--- src/rtl/fact_pkg.sv ---
`timescale 1ns/1ps
package fact_pkg;
    localparam int WORD_W    = 32;
    localparam int ACC_BYTES = 4;

    localparam logic [31:0] OFS_ID        = 32'h0000_0000;
    localparam logic [31:0] OFS_SCRATCH   = 32'h0000_0004;
    localparam logic [31:0] OFS_VALUE     = 32'h0000_0008;
    localparam logic [31:0] OFS_STATUS    = 32'h0000_0020;

    localparam int STAT_BUSY_BIT = 0;
    localparam int STAT_EN_BIT   = 7;

    typedef logic [WORD_W-1:0] word_t;

    typedef enum logic [2:0] {
        SEL_ID,
        SEL_SCRATCH,
        SEL_VALUE,
        SEL_STATUS,
        SEL_NONE
    } sel_e;

    typedef struct packed {
        sel_e sel;
        logic size_ok;
    } access_t;

    typedef struct packed {
        logic  busy;
        word_t acc;
        word_t cnt;
    } eng_state_t;

    function automatic sel_e decode_offset(input logic [31:0] ofs);
        case (ofs)
            OFS_ID:      return SEL_ID;
            OFS_SCRATCH: return SEL_SCRATCH;
            OFS_VALUE:   return SEL_VALUE;
            OFS_STATUS:  return SEL_STATUS;
            default:     return SEL_NONE;
        endcase
    endfunction

    function automatic word_t status_word(input logic busy, input logic en);
        word_t w;
        w = '0;
        w[STAT_BUSY_BIT] = busy;
        w[STAT_EN_BIT]   = en;
        return w;
    endfunction
endpackage

--- src/rtl/fact_access.sv ---
`timescale 1ns/1ps
module fact_access
    import fact_pkg::*;
#(
    parameter int ADDR_W = 20,
    parameter int SIZE_W = 4
) (
    input  logic [ADDR_W-1:0] addr,
    input  logic [SIZE_W-1:0] size,
    output access_t           acc
);
    localparam logic [SIZE_W-1:0] GOOD_SIZE = SIZE_W'(ACC_BYTES);

    logic [31:0] ofs;

    always_comb begin
        ofs         = 32'(addr);
        acc.sel     = decode_offset(ofs);
        acc.size_ok = (size == GOOD_SIZE);
    end
endmodule

--- src/rtl/fact_engine.sv ---
`timescale 1ns/1ps
module fact_engine
    import fact_pkg::*;
(
    input  logic  clk,
    input  logic  rst,
    input  logic  start,
    input  word_t operand,
    output logic  busy,
    output logic  done,
    output word_t result
);
    eng_state_t st;
    logic       finish;

    // Stop when the counter is exhausted or the product has collapsed to zero.
    assign finish = (st.cnt == '0) || (st.acc == '0);

    always_ff @(posedge clk) begin
        if (rst) begin
            st <= '0;
        end else if (start) begin
            st.busy <= 1'b1;
            st.acc  <= word_t'(1);
            st.cnt  <= operand;
        end else if (st.busy) begin
            if (finish) begin
                st.busy <= 1'b0;
            end else begin
                st.acc <= st.acc * st.cnt;
                st.cnt <= st.cnt - word_t'(1);
            end
        end
    end

    assign busy   = st.busy;
    assign done   = st.busy && finish;
    assign result = st.acc;
endmodule

--- src/rtl/fact_regs.sv ---
`timescale 1ns/1ps
module fact_regs
    import fact_pkg::*;
#(
    parameter logic [31:0] ID_VALUE = 32'h0100_00ED
) (
    input  logic  clk,
    input  logic  rst,
    input  logic  wr_en,
    input  sel_e  sel,
    input  word_t wdata,
    input  logic  eng_busy,
    input  logic  eng_done,
    input  word_t eng_result,
    output logic  start,
    output word_t operand,
    output word_t rd_word,
    output logic  irq_en,
    output logic  done_cause
);
    word_t scratch_q;
    word_t value_q;
    logic  en_q;

    assign start   = wr_en && (sel == SEL_VALUE) && !eng_busy;
    assign operand = wdata;

    always_ff @(posedge clk) begin
        if (rst) begin
            scratch_q <= '0;
            value_q   <= '0;
            en_q      <= 1'b0;
        end else begin
            if (wr_en && sel == SEL_SCRATCH)
                scratch_q <= ~wdata;
            if (wr_en && sel == SEL_STATUS)
                en_q <= wdata[STAT_EN_BIT];
            if (start)
                value_q <= wdata;
            else if (eng_done)
                value_q <= eng_result;
        end
    end

    always_comb begin
        case (sel)
            SEL_ID:      rd_word = ID_VALUE;
            SEL_SCRATCH: rd_word = scratch_q;
            SEL_VALUE:   rd_word = value_q;
            SEL_STATUS:  rd_word = status_word(eng_busy, en_q);
            default:     rd_word = '1;
        endcase
    end

    assign irq_en     = en_q;
    assign done_cause = eng_done && en_q;
endmodule

--- src/rtl/fact_unit.sv ---
`timescale 1ns/1ps
module fact_unit
    import fact_pkg::*;
#(
    parameter int          ADDR_W   = 20,
    parameter int          SIZE_W   = 4,
    parameter logic [31:0] ID_VALUE = 32'h0100_00ED
) (
    input  logic              clk,
    input  logic              rst,
    input  logic              bus_wr,
    input  logic [ADDR_W-1:0] bus_addr,
    input  logic [SIZE_W-1:0] bus_size,
    input  logic [31:0]       bus_wdata,
    output logic [31:0]       bus_rdata,
    output logic              done_cause
);
    access_t acc;
    logic    wr_en;
    logic    start;
    word_t   operand;
    word_t   rd_word;
    word_t   eng_result;
    logic    eng_busy;
    logic    eng_done;
    logic    irq_en;

    fact_access #(.ADDR_W(ADDR_W), .SIZE_W(SIZE_W)) u_access (
        .addr (bus_addr),
        .size (bus_size),
        .acc  (acc)
    );

    assign wr_en = bus_wr && acc.size_ok;

    fact_regs #(.ID_VALUE(ID_VALUE)) u_regs (
        .clk        (clk),
        .rst        (rst),
        .wr_en      (wr_en),
        .sel        (acc.sel),
        .wdata      (bus_wdata),
        .eng_busy   (eng_busy),
        .eng_done   (eng_done),
        .eng_result (eng_result),
        .start      (start),
        .operand    (operand),
        .rd_word    (rd_word),
        .irq_en     (irq_en),
        .done_cause (done_cause)
    );

    fact_engine u_engine (
        .clk     (clk),
        .rst     (rst),
        .start   (start),
        .operand (operand),
        .busy    (eng_busy),
        .done    (eng_done),
        .result  (eng_result)
    );

    assign bus_rdata = acc.size_ok ? rd_word : '1;
endmodule

--- config.mk ---
export PLATFORM = sky130hd
export DESIGN_NAME = fact_unit
export DESIGN_NICKNAME = d
export VERILOG_FILES = /design/src/rtl/fact_pkg.sv /design/src/rtl/fact_access.sv /design/src/rtl/fact_engine.sv /design/src/rtl/fact_regs.sv /design/src/rtl/fact_unit.sv
export SDC_FILE = /design/constraint.sdc
export NUM_CORES = 1
export LEC_CHECK = 0
export ABC_AREA = 1
export BUFFER_PORTS_ARGS = -buffer_cell sky130_fd_sc_hd__buf_2
export CORE_AREA = 2 2 214 216
export CTS_CLUSTER_DIAMETER = 100
export CTS_CLUSTER_SIZE = 28
export DETAILED_ROUTE_END_ITERATION = 10
export DIE_AREA = 0 0 216 218
export GPL_TIMING_DRIVEN = 0
export HOLD_SLACK_MARGIN = 0.05
export PLACE_DENSITY = 0.71
export REMOVE_ABC_BUFFERS = 1
export SLEW_MARGIN = 30
export SYNTH_ARGS = -nofsm -noshare
export SYNTH_HDL_FRONTEND = slang
export SYNTH_HIERARCHICAL = 1
export SYNTH_SLANG_ARGS = --single-unit
export TNS_END_PERCENT = 1
--- constraint.sdc ---
create_clock -name clk -period 11.6 [get_ports clk]
set_input_delay 1.16 -clock clk [delete_from_list [all_inputs] [get_ports clk]]
set_output_delay 1.16 -clock clk [all_outputs]
set_load 0.005 [all_outputs]
# ---- Word-level counts from Yosys, hierarchy flattened
# Index checks and enable logic that the tools add are counted.
dict set report classes {
  addsub 1
  n_reduce_logical 18
  multipliers 1
  muxes 9
  n_eq_ne 8
  bitwise 2
}
# operator count
set ops {}
lappend ops {{two-way mux 65 bit} 2}
lappend ops {{case mux 32 bit (4 select lines)} 1}
lappend ops {{two-way mux 32 bit} 3}
lappend ops {{zero test 32 bit} 2}
lappend ops {{two-way mux 64 bit} 1}
lappend ops {{multiplier 32 x 32 -> 32 bit} 1}
lappend ops {{NOT 32 bit} 1}
lappend ops {{subtractor 32 x 1 -> 32 bit, second input constant} 1}
lappend ops {{equality test 20 x 3 -> 1 bit, second input constant} 1}
lappend ops {{equality test 20 x 4 -> 1 bit, second input constant} 1}
lappend ops {{equality test 20 x 6 -> 1 bit, second input constant} 1}
lappend ops {{zero test 20 bit} 1}
lappend ops {{case mux 3 bit (4 select lines)} 1}
lappend ops {{logical AND 1 bit} 7}
lappend ops {{equality test 3 x 2 -> 1 bit, second input constant} 2}
lappend ops {{equality test 4 x 3 -> 1 bit, second input constant} 1}
lappend ops {{AND reduction 2 bit} 2}
lappend ops {{nonzero test 2 bit} 2}
lappend ops {{equality test 3 x 1 -> 1 bit, second input constant} 1}
lappend ops {{zero test 3 bit} 1}
lappend ops {{inequality test 2 bit, second input constant} 1}
lappend ops {{OR reduction 2 bit} 1}
lappend ops {{zero test 1 bit} 1}
lappend ops {{logical OR 1 bit} 1}
lappend ops {{2 further kinds} 2}
dict set report totals {
  wordCells 46
  inputBits 59
  regBits 130
}

# ---- Longest topological paths before layout
dict set report logic_depth {
  depth_word 7
  mapped_depth 37
  mapped_depth_nobuf 35
}

# ---- Hierarchy
# Netlist, hierarchy kept.
# mod seq_area_each_um2 cells_each n_inst area_each_um2
set modules_own_cells {}
lappend modules_own_cells {fact_engine 1301.2 2779 1 20324.5}
lappend modules_own_cells {fact_regs 1301.2 574 1 3622.2}
lappend modules_own_cells {fact_unit 0.0 70 1 314.1}
lappend modules_own_cells {fact_access 0.0 42 1 205.2}

# ---- Worst setup path after synthesis
# OpenSTA, ideal clock, no wires.
dict set report synth_path {
  path_type {reg-to-reg}
  start {reg u_engine/st[7] (netlist name)}
  end {reg u_engine.st (netlist bit u_engine/result[26])}
  n_path_buf 2
  period_less_slack_ns 6.526
  required_ns 11.491
  arrival_ns 6.418
  slack_ns 5.074
  setup_ns 0.109
  stages_incl_launch_ff 28
  path_cell_list {dfxtp_1 > clkbuf_1 > buf_1 > nand2_1 > inv_1 > fa_1 > fa_1 > fa_1 > inv_1 > fa_1 > inv_1 > fa_1 > inv_1 > fa_1 > inv_1 > fa_1 > fa_1 > ha_1 > nand4_1 > nor3_1 > nand4_1 > nand3_1 > a21o_1 > a21oi_1 > xor2_1 > nand2_1 > nand2_1 > inv_1}
}
dict set report synth_between {
  elab_chain_cells 4
  word_cells_on_any_way 5
  classes_between {1 x mul; 1 x bitwise; 3 x reduce/logical}
}
# item line
set synth_rtl {}
lappend synth_rtl {{start: declaration} fact_engine.sv:13} ;# eng_state_t st;
lappend synth_rtl {{parallel branches: the longest is 4 deep, another holds multiplier 32 x 32 -> 32 bit} n/a}
# Several ways; the timed one is not identified.
# A chain may end at the register's enable or synchronous reset.

# ---- Worst setup path after layout
dict set report layout_path {
  start {reg u_engine.st (netlist bit u_engine/result[16])}
  end {reg u_engine.st (netlist bit u_engine/result[31])}
}
# Same word-level chain as after synthesis.

==> metrics.md <==
| Metric | Value |
|---|---|
| NetSw | `249 uW` |
| Total global-route track usage | `0.289` |
| Rel. slew slack | `0.320` |
| Clock Tree Root | `clkbuf_16` |
| Top cells by area, synth | `fa_1 33%, nand2_1 16%, inv_1 13%` |
| Post-DP Area | `0.0250 mm^2` |
| Post-Syn Area | `0.0245 mm^2` |
| CP Depth | `25` |
| Worst r2r dst | `u_engine/result[31]$_SDFFE_PP0P_` |
| Setup Viol. Count Final | `0` |
| Starting Density | `0.545` |
| Slowest stage delay, CP | `0.99 ns` |
| Critical Path Sink | `u_engine/result[31]$_SDFFE_PP0P_` |
| Sequential fraction of the synthesis area | `0.106` |
| Crit path launch type | `flop` |
| Num CTS Buffers | `17` |
| Element type at the critical path end | `flop` |
| Die X | `216 um` |
| Fin. Hold Viols | `0` |
| Share of the synthesized area in the top cell type | `0.334` |
| Dpl hpwl | `49.3 mm` |
| Hold buffers post-CTS | `0` |
| Combinational power share | `0.033` |
| FF-to-FF Start | `u_engine/result[16]$_SDFFE_PP0P_` |
| CP dominant cell by count | `fa_1` |
| R2R depth | `25` |
| 1st-iter DRT viols | `1687` |
| Largest area contributor in the netlist | `fa_1` |
| Hold depth | `2` |
| Post-synth top cells | `1057 x nand2_1, 857 x inv_1, 408 x fa_1` |
| Largest net degree at the start of global routing | `between 50 and 60` |
| Fin crit share | `0.638` |
| Clock tree buffer depth | `2` |
| # DRC | `0` |
| Fillers | `4216` |
| Fin nets | `between 3000 and 4000` |
| Clock Latency Late Sink | `0.44 ns` |
| Number of enable flip-flop cells after synthesis | `0` |
| Minimum clock period | `between 7 and 8 ns` |
| Syn-to-layout area delta | `4.63%` |
| RSZ-0062 raised after global routing | `false` |
| PostCTS Resize Cnt | `0` |
| Core box area | `0.0449 mm^2` |
| PD cells | `40.4 mW/mm^2` |
| HP Class | `flop to flop` |
| Crit Path Class | `flop to flop` |
| Crit-path max FO | `19` |
| Worst IR Drop VDD | `0.130 mV` |
| Most common cell in the netlist | `nand2_1` |
| Top delay family on crit path | `adder cells` |
| Final Max Tran Viols | `0` |
| Sw frac | `0.241` |
| Final WL | `65.6 mm` |
| FF+latch count, synth | `130` |
| Vias | `between 20000 and 25000` |
| Leak | `0.0147 uW` |
| Syn_area_per_cell | `7.06 um^2` |
| RePlAce Congestion | `0.933` |
| Crit path required time | `about 12 ns` |
| Sink Count | `130` |
| Setup crit start | `u_engine/result[16]$_SDFFE_PP0P_` |
| Setup TNS | `0 ns` |
| Final instance area | `0.0256 mm^2` |
| Worst Tran Pin Value | `1.02 ns` |
| Routed Antenna Nets | `0` |
| Final clock skew | `0.0219 ns` |
| Most common flop cell mapped by yosys | `dfxtp_1` |
| Syn Inst Count | `around 3500` |
| Vias in the first global route | `20703` |
| Clock Power Share | `0.536` |
| Synth cell types | `43` |
| TritonCTS clock tree | `done` |
| Drt pass-1 iters | `6` |
| Diode count | `0` |
| Die height | `218 um` |
| Post-CTS setup buffer count | `0` |
| Internal power | `786 uW` |
| PortBufs | `91` |
| YS warnings | `6` |
| Htree depth | `4` |
| Boundary Pins | `92` |
| Reg power frac | `0.431` |
| Layout cells sized above 1 | `0.0708` |
| Async S/R FF share, synth | `0` |
| GR Overflow Total | `0` |
| Max_cap viols | `0` |
| Slowest CP cell | `dfxtp_1` |
| R2R setup slack | `4.20 ns` |
| Status | `finished clean` |
| Detail-routed via count per cell | `5.21` |
| F_max | `0.135 GHz` |
| CP Buf/Inv Count | `7` |
| Critical Path AT | `7.73 ns` |
| Routed WL per cell | `16.6 um` |
| Initial antenna violation count | `0` |
| Die area | `0.0471 mm^2` |
| Row count | `78` |
| Clock-pin slew on the worst setup and hold paths | `0.06 ns` |
| First-pass GRT wire length | `108 mm` |
## layer usage
layer  GRT usage  wire length [um]  vias to the layer above
li1            -                 -                     9760
met1       0.395             28500                    10024
met2       0.482             30700                      717
met3      0.0353              4440                      119
met4      0.0893              1960                        0
met5           0                 0                        -
## worst min-delay path: stages, from the launching register on
cell,delay [ns]
dfxtp_1,0.31
nand2_1,0.06
a21oi_1,0.06
## power by group through the flow
stage                     sequential [uW]  clock [uW]  combinational, uW
after floorplan                       456           0               8.93
after global placement                456           0               30.6
after detailed placement              456           0               33.3
after CTS                             446         558               33.3
after global routing                  446         577               36.0
final                                 446         555               33.7
## sequential cells by signal, summed over array words and instances, names as in the netlist
register / cells
u_regs/scratch_q: 32
u_engine/result: 32
u_regs/irq_en: 1
u_engine/busy: 1
u_engine/st: 32
u_regs/value_q: 32
## cells by family after synthesis
logic type | count (synthesis) | share of synthesized area
adder cells (fa/ha/maj) | 533 | 0.398
buffers and inverters | 1122 | 0.189
AND/OR/NAND/NOR | 1385 | 0.232
AO/OA/AOI/OAI | 244 | 0.0564
flip-flops | 130 | 0.106
XOR/XNOR | 51 | 0.0183
## cell usage in the layout (no fill, tap or decap), types with 13 or more instances in the layout
| master | Yosys | routed |
|---|---|---|
| nand2_1 | 1057 | 1057 |
| inv_1 | 857 | 855 |
| fa_1 | 408 | 408 |
| nand3_1 | 158 | 157 |
| ha_1 | 125 | 125 |
| a21oi_1 | 122 | 122 |
| dfxtp_1 | 130 | 98 |
| buf_2 | 34 | 94 |
| nor2_1 | 82 | 80 |
| o21ai_0 | 57 | 57 |
| xor2_1 | 33 | 33 |
| dfxtp_2 | 0 | 32 |
| buf_16 | 0 | 19 |
| xnor2_1 | 18 | 18 |
| clkbuf_16 | 0 | 17 |
| nand4_1 | 16 | 16 |
| o211ai_1 | 13 | 13 |
## through the flow
step           hold slack (ns)  instances   util  setup slack (ns)  total power [uW]
2_1_floorplan            0.436       3212      -              3.55               465
3_3_place_gp             0.454       3903  0.542           -0.0921               487
3_5_place_dp             0.457       3929  0.557              4.27               489
4_1_cts                  0.466       3961  0.570              4.23              1040
5_1_grt                  0.479       3961  0.570              3.88              1060
6_report                 0.466       3961  0.570              4.20              1030
## worst min path at each step
stage | start | end | slack [ns]
2_1_floorplan | u_regs/scratch_q[0]$_SDFFE_PP0P_ | u_regs/scratch_q[0]$_SDFFE_PP0P_ | 0.44
3_3_place_gp | u_regs/scratch_q[28]$_SDFFE_PP0P_ | u_regs/scratch_q[28]$_SDFFE_PP0P_ | 0.45
3_5_place_dp | u_regs/scratch_q[31]$_SDFFE_PP0P_ | u_regs/scratch_q[31]$_SDFFE_PP0P_ | 0.46
4_1_cts | u_regs/scratch_q[31]$_SDFFE_PP0P_ | u_regs/scratch_q[31]$_SDFFE_PP0P_ | 0.47
5_1_grt | u_regs/scratch_q[1]$_SDFFE_PP0P_ | u_regs/scratch_q[1]$_SDFFE_PP0P_ | 0.48
6_report | u_regs/scratch_q[28]$_SDFFE_PP0P_ | u_regs/scratch_q[28]$_SDFFE_PP0P_ | 0.47
## layout make-up
| cell class | count | area, um^2 | area share |
|---|---|---|---|
| Sequential cell | 130 | 2640 | 0.103 |
| Multi-Input combinational cell | 2213 | 17300 | 0.675 |
| Timing Repair Buffer | 117 | 1060 | 0.0414 |
| Clock buffer | 20 | 447 | 0.0174 |
| Tap cell | 600 | 751 | 0.0293 |
| Inverter | 869 | 3260 | 0.128 |
| Clock inverter | 12 | 149 | 0.00582 |
No activity file was read; power rests on OpenSTA's default activity.
